===== src/rtl/pcv_pkg.sv =====
package pcv_pkg;
    typedef enum logic [1:0] {
        VS_LO  = 2'd0,
        VS_HI  = 2'd1,
        VS_RUN = 2'd2
    } vec_state_e;
endpackage


===== src/rtl/pcv_vec_seq.sv =====
module pcv_vec_seq
    import pcv_pkg::*;
#(
    parameter int ADDR_W = 20,
    parameter int BYTE_W = 8
) (
    input  logic                  clk,
    input  logic                  rst_n,
    input  logic                  rd_ack,
    input  logic [BYTE_W-1:0]     rd_data,
    output logic                  rd_req,
    output logic [ADDR_W-1:0]     rd_addr,
    output logic                  load_vec,
    output logic [2*BYTE_W-1:0]   vec_word,
    output logic                  running
);
    typedef struct packed {
        vec_state_e        st;
        logic [BYTE_W-1:0] lo;
    } seq_s;

    seq_s seq_d, seq_q;

    always_comb begin
        seq_d    = seq_q;
        rd_req   = 1'b0;
        rd_addr  = '0;
        load_vec = 1'b0;
        case (seq_q.st)
            VS_LO: begin
                rd_req = 1'b1;
                if (rd_ack) begin
                    seq_d.lo = rd_data;
                    seq_d.st = VS_HI;
                end
            end
            VS_HI: begin
                rd_req  = 1'b1;
                rd_addr = ADDR_W'(1);
                if (rd_ack) begin
                    load_vec = 1'b1;
                    seq_d.st = VS_RUN;
                end
            end
            default: seq_d.st = VS_RUN;
        endcase
    end

    assign vec_word = {rd_data, seq_q.lo};
    assign running  = (seq_q.st == VS_RUN);

    always_ff @(posedge clk or negedge rst_n) begin
        if (!rst_n) begin
            seq_q <= '{st: VS_LO, lo: '0};
        end else begin
            seq_q <= seq_d;
        end
    end
endmodule


===== src/rtl/pcv_step.sv =====
module pcv_step #(
    parameter int ADDR_W  = 20,
    parameter int LEN_W   = 3,
    parameter int MIN_LEN = 1,
    parameter int MAX_LEN = 6
) (
    input  logic [ADDR_W-1:0] pc_in,
    input  logic [LEN_W-1:0]  len,
    output logic [ADDR_W-1:0] pc_next,
    output logic              len_ok
);
    localparam int PAD_W = ADDR_W - LEN_W;

    always_comb begin
        pc_next = pc_in + {{PAD_W{1'b0}}, len};
        len_ok  = (int'(len) >= MIN_LEN) && (int'(len) <= MAX_LEN);
    end
endmodule


===== src/rtl/reset_vector_pc.sv =====
module reset_vector_pc #(
    parameter int ADDR_W  = 20,
    parameter int BYTE_W  = 8,
    parameter int LEN_W   = 3,
    parameter int MIN_LEN = 1,
    parameter int MAX_LEN = 6
) (
    input  logic              clk,
    input  logic              rst_n,
    input  logic              fetch_en,
    input  logic [LEN_W-1:0]  fetch_len,
    input  logic              br_load,
    input  logic [ADDR_W-1:0] br_target,
    output logic              rd_req,
    output logic [ADDR_W-1:0] rd_addr,
    input  logic              rd_ack,
    input  logic [BYTE_W-1:0] rd_data,
    output logic [ADDR_W-1:0] pc_out,
    output logic              pc_valid
);
    localparam int VEC_W = 2 * BYTE_W;
    localparam int HI_W  = ADDR_W - VEC_W;

    typedef struct packed {
        logic [ADDR_W-1:0] pc;
        logic              valid;
    } pc_s;

    pc_s pc_d, pc_q;

    logic              load_vec;
    logic [VEC_W-1:0]  vec_word;
    logic              running;
    logic [ADDR_W-1:0] pc_next;
    logic              len_ok;

    pcv_vec_seq #(.ADDR_W(ADDR_W), .BYTE_W(BYTE_W)) vec_i (
        .clk      (clk),
        .rst_n    (rst_n),
        .rd_ack   (rd_ack),
        .rd_data  (rd_data),
        .rd_req   (rd_req),
        .rd_addr  (rd_addr),
        .load_vec (load_vec),
        .vec_word (vec_word),
        .running  (running)
    );

    pcv_step #(.ADDR_W(ADDR_W), .LEN_W(LEN_W), .MIN_LEN(MIN_LEN), .MAX_LEN(MAX_LEN)) step_i (
        .pc_in   (pc_q.pc),
        .len     (fetch_len),
        .pc_next (pc_next),
        .len_ok  (len_ok)
    );

    always_comb begin
        pc_d = pc_q;
        if (load_vec) begin
            pc_d.pc    = {{HI_W{1'b0}}, vec_word};
            pc_d.valid = 1'b1;
        end else if (running) begin
            if (br_load) begin
                pc_d.pc = br_target;
            end else if (fetch_en && len_ok) begin
                pc_d.pc = pc_next;
            end
        end
    end

    always_ff @(posedge clk or negedge rst_n) begin
        if (!rst_n) begin
            pc_q <= '{pc: '0, valid: 1'b0};
        end else begin
            pc_q <= pc_d;
        end
    end

    assign pc_out   = pc_q.pc;
    assign pc_valid = pc_q.valid;
endmodule


===== config.mk =====
export PLATFORM = sky130hd
export DESIGN_NAME = reset_vector_pc
export DESIGN_NICKNAME = d
export VERILOG_FILES = /design/src/rtl/pcv_pkg.sv /design/src/rtl/pcv_vec_seq.sv /design/src/rtl/pcv_step.sv /design/src/rtl/reset_vector_pc.sv
export SDC_FILE = /design/constraint.sdc
export NUM_CORES = 1
export LEC_CHECK = 0
export BUFFER_PORTS_ARGS = -buffer_cell sky130_fd_sc_hd__buf_2
export CORE_AREA = 2 2 63 109
export CTS_CLUSTER_DIAMETER = 100
export CTS_CLUSTER_SIZE = 8
export DETAILED_ROUTE_END_ITERATION = 10
export DIE_AREA = 0 0 65 111
export GPL_TIMING_DRIVEN = 0
export MAX_ROUTING_LAYER = met4
export PLACE_DENSITY = 0.59
export SETUP_SLACK_MARGIN = 0.5
export SLEW_MARGIN = 10
export SYNTH_ARGS = -nofsm -noshare
export SYNTH_HDL_FRONTEND = slang
export SYNTH_SLANG_ARGS = --single-unit

===== constraint.sdc =====
create_clock -name clk -period 3.9 [get_ports clk]
set_input_delay 0.78 -clock clk [delete_from_list [all_inputs] [get_ports clk]]
set_output_delay 0.78 -clock clk [all_outputs]
set_load 0.005 [all_outputs]

==> run summary, run 1 <==
Antenna-violating nets left: 0
Slew headroom: 48.2%
Main synth FF type: dfrtp_1
Required @ worst endpoint: 4.05 ns
Critical-path cell list: buf_2, ha_1, inv_1, fa_1, nand2b_1, a2111oi_1, nor3_1, o21ai_1, o211ai_1
Drt total wl: 6470 um
Maxcap violations: 0
Initial antenna violation count: 0
Clock transition at path regs: 0.05 ns
CTS sink cnt: 31
Minimum clock period: 2.60 ns
Commonest non-fill, non-tap cell in the layout: buf_2
1st-pass router iterations: 5
EDFF count, synth: 0
Synth Area in XOR/XNOR: 2.05%
Remaining DRCs: 0
RSZ-0062 raised after global routing: no
Fin. max-slew vios: 0
Largest net degree at the start of global routing: 32
Mapped cell area: 2140 um2
Commonest non-fill, non-tap cells in the layout: buf_2 (61), dfrtp_1 (31), nand2_1 (23)
Worst-path maximum fanout: 3
H-tree depth: 2
Clock Latency Late Sink: 0.28 ns
I/O pin cnt: 78
Clock Skews: 0.00717 ns
Drt wl/cell: 16.2 um
Layout cells sized above 1: 35.6%
Total Neg Setup Slack: 0 ns
Vias per Instance: 5.15
Port Buffers: 58
Compound-Gate Fraction of Synth Area: 23.5%
Drt first-iter violations: 72
Total GRT Usage: 19.7%
Crit path largest cell delay: 0.62 ns
# rows: 39
Total power: 1.07 mW
Outcome: complete, no violations
Worst Tran Pin Value: 0.773 ns
P per Cell Area: 390 nW/um2
Grt total ovfl: 0
Layout area overhead: 28.0%
Die height: 111 um
Maximum VDD drop: 0.167 mV
# hold bufs at CTS: 0
DIE AREA: 7220 um2
NumNets Final: 356
Kind of critical path: in -> reg
Starting Density: 33.4%
CTS tree: yes
Clock tree buffer depth: 2
DR vias: 2056
CTS Root Cell: clkbuf_16
Slowest-stage cell, CP: a2111oi_1
Number of global-route vias before repair: 2131
Leakage: 1.31 nW
Fin. Hold Viols: 0
Core ar.: 6390 um2
Fin crit share: 66.6%
ANT cells: 0
CP Data Arrival Time: 2.75 ns
Multiplexer share of the synthesized area: 4.69%
Inserted Clock Buffers: 5
Fmax: 0.385 GHz
Synth cell types: 56
Crit. End Element: register
PostCTS Resize Cnt: 0
Syn avg cell area: 9.17 um2
DP HPWL: 4990 um
Combinational family with the most area after synthesis: compound AO/OA/AOI/OAI gates
Post-CTS Setup Inserts: 0
Post-synthesis register bit count: 31
Worst setup SP type: input pin
Simple-gate share of the synthesized area: 19.5%
# setup viols final: 0
Worst Hold Class: reg -> reg
Async set-reset flop share out of synthesis: 100%
Post-Synthesis Cells: 233
Die width: 65 um
First-pass GRT wire length: 10500 um
Adder-Cell Fraction of Synth Area: 2.69%
Gpl congestion: 0.817
Seq/Total Area, Yosys: 36.3%
Yosys warning total: 0
[final cells by class]
type | count | area (um2)
repair buffers | 58 | 290
clock inverters | 1 | 5.00
plain buffers | 26 | 191
inverters | 12 | 45.0
well taps | 82 | 103
clock buffers | 7 | 133
flip-flops and latches | 31 | 776
multi-input cells | 182 | 1190
fillers | 675 | 3660
[per-stage QoR]
step                instance area [um2]  cells  hold WS (ns)  worst slack [ns]  util, %
floorplan                          2200    251         0.446              1.45        -
global route                       2730    399         0.480              1.19     42.8
CTS                                2730    399         0.472              1.28     42.8
detailed placement                 2600    391         0.459              1.02     40.6
finish                             2730    399         0.468              1.30     42.8
global placement                   2600    391         0.447              1.02     40.6
[cells by family (layout without fill, tap and decap cells)]
family | Yosys count | count (layout)
XOR/XNOR | 5 | 5
AND/OR/NAND/NOR | 77 | 77
other | 1 | 19
flip-flops | 31 | 31
multiplexers | 9 | 9
AO/OA/AOI/OAI | 68 | 68
adder cells (fa/ha/maj) | 4 | 4
buffers and inverters | 38 | 104
[report_power, final]
| group | total, mW | internal [mW] | switching [mW] | leakage [nW] |
|---|---|---|---|---|
| logic | 0.272 | 0.127 | 0.145 | 0.860 |
| clock network | 0.377 | 0.236 | 0.141 | 0.0679 |
| registers | 0.418 | 0.360 | 0.0583 | 0.379 |
| total | 1.07 | 0.723 | 0.344 | 1.31 |
[synth_stat cells, types with 7 or more instances]
cell,n,area (um2)
dfrtp_1,31,776
nand2_1,23,86.3
buf_4,20,150
inv_1,11,41.3
nor2_1,9,33.8
o21ai_0,9,45.0
o21ai_1,9,45.0
a22oi_1,8,60.1
mux2_2,8,90.1
nand3_1,8,40.0
nand4_1,8,50.1
a21oi_1,7,35.0
nor3_1,7,35.0
[routing by layer]
metal	part of all wire (%)	up-vias	global-route usage [%]	wire, um
met2	56	71	34.0	3600
li1	-	996	-	-
met4	2.9	0	10.8	187
met3	4.4	13	3.45	286
met1	37	976	20.9	2400
met5	0	-	-	0
[worst paths after layout]
check	from	to	slack, ns	depth (start not counted)
setup / recovery	fetch_len[0]	pc_out[14]$_DFFE_PN0P_	1.30	9
hold / removal	pc_valid$_DFFE_PN0P_	pc_valid$_DFFE_PN0P_	0.47	1
setup reg to reg	pc_out[0]$_DFFE_PN0P_	pc_out[14]$_DFFE_PN0P_	1.53	8
hold reg to reg	pc_valid$_DFFE_PN0P_	pc_valid$_DFFE_PN0P_	0.47	1
max in group asynchronous	rst_n	vec_i.vec_word[3]$_DFFE_PN0P_	2.86	1
min in group asynchronous	rst_n	pc_out[2]$_DFFE_PN0P_	0.57	1
[state kept, by name, indices dropped and copies added, names as in the netlist]
signal / count
pc_out: 20
pc_valid: 1
vec_i.seq_q: 2
vec_i.vec_word: 8
[critical path, delay by kind of cell]
kind / cells / cell delay (ns)
AOI/OAI and AO/OA: 3 / 0.88
adders and majority gates: 2 / 0.57
and+or+nand+nor: 2 / 0.36
buffers and inverters: 2 / 0.15
No activity file was read; power rests on OpenSTA's default activity.
==> inputs of run 2 (changes only) <==
--- a/config.mk
+++ b/config.mk
@@ -5,15 +5,16 @@
 export SDC_FILE = /design/constraint.sdc
 export NUM_CORES = 1
 export LEC_CHECK = 0
+export ABC_AREA = 1
 export BUFFER_PORTS_ARGS = -buffer_cell sky130_fd_sc_hd__buf_2
-export CORE_AREA = 2 2 63 109
+export CORE_AREA = 2 2 65 113
 export CTS_CLUSTER_DIAMETER = 100
 export CTS_CLUSTER_SIZE = 8
 export DETAILED_ROUTE_END_ITERATION = 10
-export DIE_AREA = 0 0 65 111
+export DIE_AREA = 0 0 67 115
 export GPL_TIMING_DRIVEN = 0
 export MAX_ROUTING_LAYER = met4
-export PLACE_DENSITY = 0.59
+export PLACE_DENSITY = 0.61
 export SETUP_SLACK_MARGIN = 0.5
 export SLEW_MARGIN = 10
 export SYNTH_ARGS = -nofsm -noshare
==> constraint.sdc (replaced) <==
create_clock -name clk -period 2.3 [get_ports clk]
set_input_delay 0.46 -clock clk [delete_from_list [all_inputs] [get_ports clk]]
set_output_delay 0.46 -clock clk [all_outputs]
set_load 0.005 [all_outputs]
==> run 2 against run 1 <==
Synthesized area grew 7.8%. Clock-buffer cell count shrank 1. Worst setup slack lost 0.76 ns. Largest cell class unchanged.
==> run summary, run 2 <==
Fin crit share: 76.6%
Starting Density: 33.8%
H-tree depth: 2
Minimum clock period: 1.76 ns
Clock Skews: 0.00360 ns
Leakage: 1.61 nW
Die height: 115 um
Inserted Clock Buffers: 5
Gpl congestion: 0.867
Main synth FF type: dfrtp_1
Layout cells sized above 1: 31.9%
Crit path largest cell delay: 0.35 ns
ANT cells: 0
Yosys warning total: 0
DR vias: 2287
Kind of critical path: reg -> reg
Fin. max-slew vios: 0
Worst setup SP type: register
Clock transition at path regs: 0.06 ns
Post-synth top area cell: dfrtp_1
CP Data Arrival Time: 1.92 ns
Crit. End Element: register
Drt first-iter violations: 121
Post-synthesis register bit count: 31
Number of global-route vias before repair: 2158
Worst Tran Pin Value: 0.762 ns
Post-Layout Cell Count: 495
Worst path bufs/invs: 2
Post-Synthesis Cells: 323
EDFF count, synth: 0
Filler cell count: 733
CTS tree: yes
# setup viols final: 0
Synth top area cells: dfrtp_1 (34%), nand2_1 (15%), nor2_1 (8.3%), buf_4 (6.2%), nand3_1 (5.4%)
# hold bufs at CTS: 0
CTS Root Cell: clkbuf_16
Vias per Instance: 4.62
Initial antenna violation count: 0
Maxcap violations: 0
Required @ worst endpoint: 2.46 ns
Syn avg cell area: 7.13 um2
Total GRT Usage: 19.0%
Commonest non-fill, non-tap cells in the layout: nand2_1 (89), buf_2 (62), nor2_1 (50)
1st-pass router iterations: 4
Grt total ovfl: 0
Most frequent cell after synthesis: nand2_1
Clock tree buffer depth: 2
Slowest-stage cell, CP: dfrtp_1
CTS sink cnt: 31
CP most frequent cell: inv_2
Clock Latency Late Sink: 0.28 ns
Max FFs per register: 20
# rows: 40
Core ar.: 6810 um2
Fmax: 0.568 GHz
Drt total wl: 6670 um
Maximum VDD drop: 0.248 mV
Worst-path maximum fanout: 6
Slew headroom: 49.2%
Seq/Total Area, Yosys: 33.7%
Commonest non-fill, non-tap cell in the layout: nand2_1
First-pass GRT wire length: 10600 um
Top-area cell type share of the netlist area: 33.7%
Port Buffers: 58
Synth cell types: 32
Outcome: complete, no violations
Fin. Hold Viols: 0
Total Neg Setup Slack: 0 ns
Antenna-violating nets left: 0
Drt wl/cell: 13.5 um
Worst Hold Class: in -> async
Total power: 1.99 mW
RSZ-0062 raised after global routing: yes
Inst Count DP: 483
Die width: 67 um
Async set-reset flop share out of synthesis: 100%
CP top delay family: adder cells
NumNets Final: 450
Critical-path cell list: ha_2, inv_2, fa_2, inv_2, nand3_2, nand2_4, nand2_2, o21ai_1, nand3_1, nand2_1, o21ai_0
Largest net degree at the start of global routing: 32
DP HPWL: 5100 um
I/O pin cnt: 78
Mapped cell area: 2300 um2
Remaining DRCs: 0
Commonest cells in the netlist: nand2_1 (91), nor2_1 (51), dfrtp_1 (31)
Layout area overhead: 30.7%
DIE AREA: 7710 um2
P per Cell Area: 663 nW/um2
## run 2: cell count changes in the layout (fill, tap and decap cells not counted), moves of 4 or more
cell / delta
a21oi_1: -5
a22o_1: -5
inv_1: +13
inv_2: +4
nand2_1: +66
nand3_1: +15
nand3b_1: +4
nand4_1: -6
nor2_1: +41
nor3_1: -7
o21ai_0: +4
o21ai_1: -7
## run 2: metrics by stage
stage	area, um2	setup slack, ns	utilization, %	hold WS [ns]
6_report	3010	0.538	44.2	0.245
5_1_grt	3010	0.432	44.2	0.314
4_1_cts	2980	0.517	43.8	0.279
3_5_place_dp	2770	0.177	40.6	0.456
3_3_place_gp	2770	0.186	40.6	0.452
2_1_floorplan	2370	0.501	-	0.164
## run 2: cells by family (layout without fill, tap and decap cells)
| logic type | Yosys count | in the layout | share of synthesized area [%] |
|---|---|---|---|
| and+or+nand+nor | 187 | 187 | 35.8 |
| buffers and inverters | 56 | 126 | 13.9 |
| AOI/OAI and AO/OA | 31 | 31 | 8.15 |
| DFF | 31 | 31 | 33.7 |
| muxes | 8 | 8 | 3.91 |
| xor gates and xnor gates | 5 | 5 | 1.90 |
| adders and majority gates | 4 | 4 | 2.50 |
| other | 1 | 19 | 0.163 |
## run 2: repair_timing
item                                    CTS  global route
pin swaps                                 1             1
buffers inserted                          1             3
resized for setup                         8             6
endpoints found under the setup margin    6             8
## run 2: path summary, 6_finish.rpt
| path | startpoint | endpoint | slack [ns] | depth (start not counted) |
|---|---|---|---|---|
| min in group clk | rd_data[3] | pc_out[11]$_DFFE_PN0P_ | 0.43 | 3 |
| hold / removal | rst_n | pc_out[2]$_DFFE_PN0P_ | 0.25 | 1 |
| hold reg to reg | pc_valid$_DFFE_PN0P_ | pc_valid$_DFFE_PN0P_ | 0.47 | 1 |
| setup / recovery | pc_out[0]$_DFFE_PN0P_ | pc_out[16]$_DFFE_PN0P_ | 0.54 | 11 |
| setup reg to reg | pc_out[0]$_DFFE_PN0P_ | pc_out[16]$_DFFE_PN0P_ | 0.54 | 11 |
| max in group asynchronous | rst_n | pc_out[13]$_DFFE_PN0P_ | 1.56 | 1 |
## run 2: power by group
part | switching [mW] | internal (mW) | leakage [nW]
clock network | 0.255 | 0.538 | 0.0868
registers | 0.0904 | 0.603 | 0.385
logic | 0.282 | 0.226 | 1.14
## run 2: metal layers
metal  vias up  wire length, um  track usage, %
li1       1167                -               -
met1      1036             2640            21.1
met2        72             3570            33.4
met3        12              279            1.86
met4         0              186            8.71
met5         -                0               -
## run 2: final cells by class
cell class / instances / area, um2 / share of cell area [%]
tap: 84 / 105 / 3.49
clock buffer: 6 / 139 / 4.62
multi-input combinational: 254 / 1310 / 43.7
buffer: 27 / 210 / 6.99
inverter: 29 / 109 / 3.62
clock inverter: 2 / 35.0 / 1.16
timing repair buffer: 62 / 320 / 10.6
sequential: 31 / 776 / 25.8
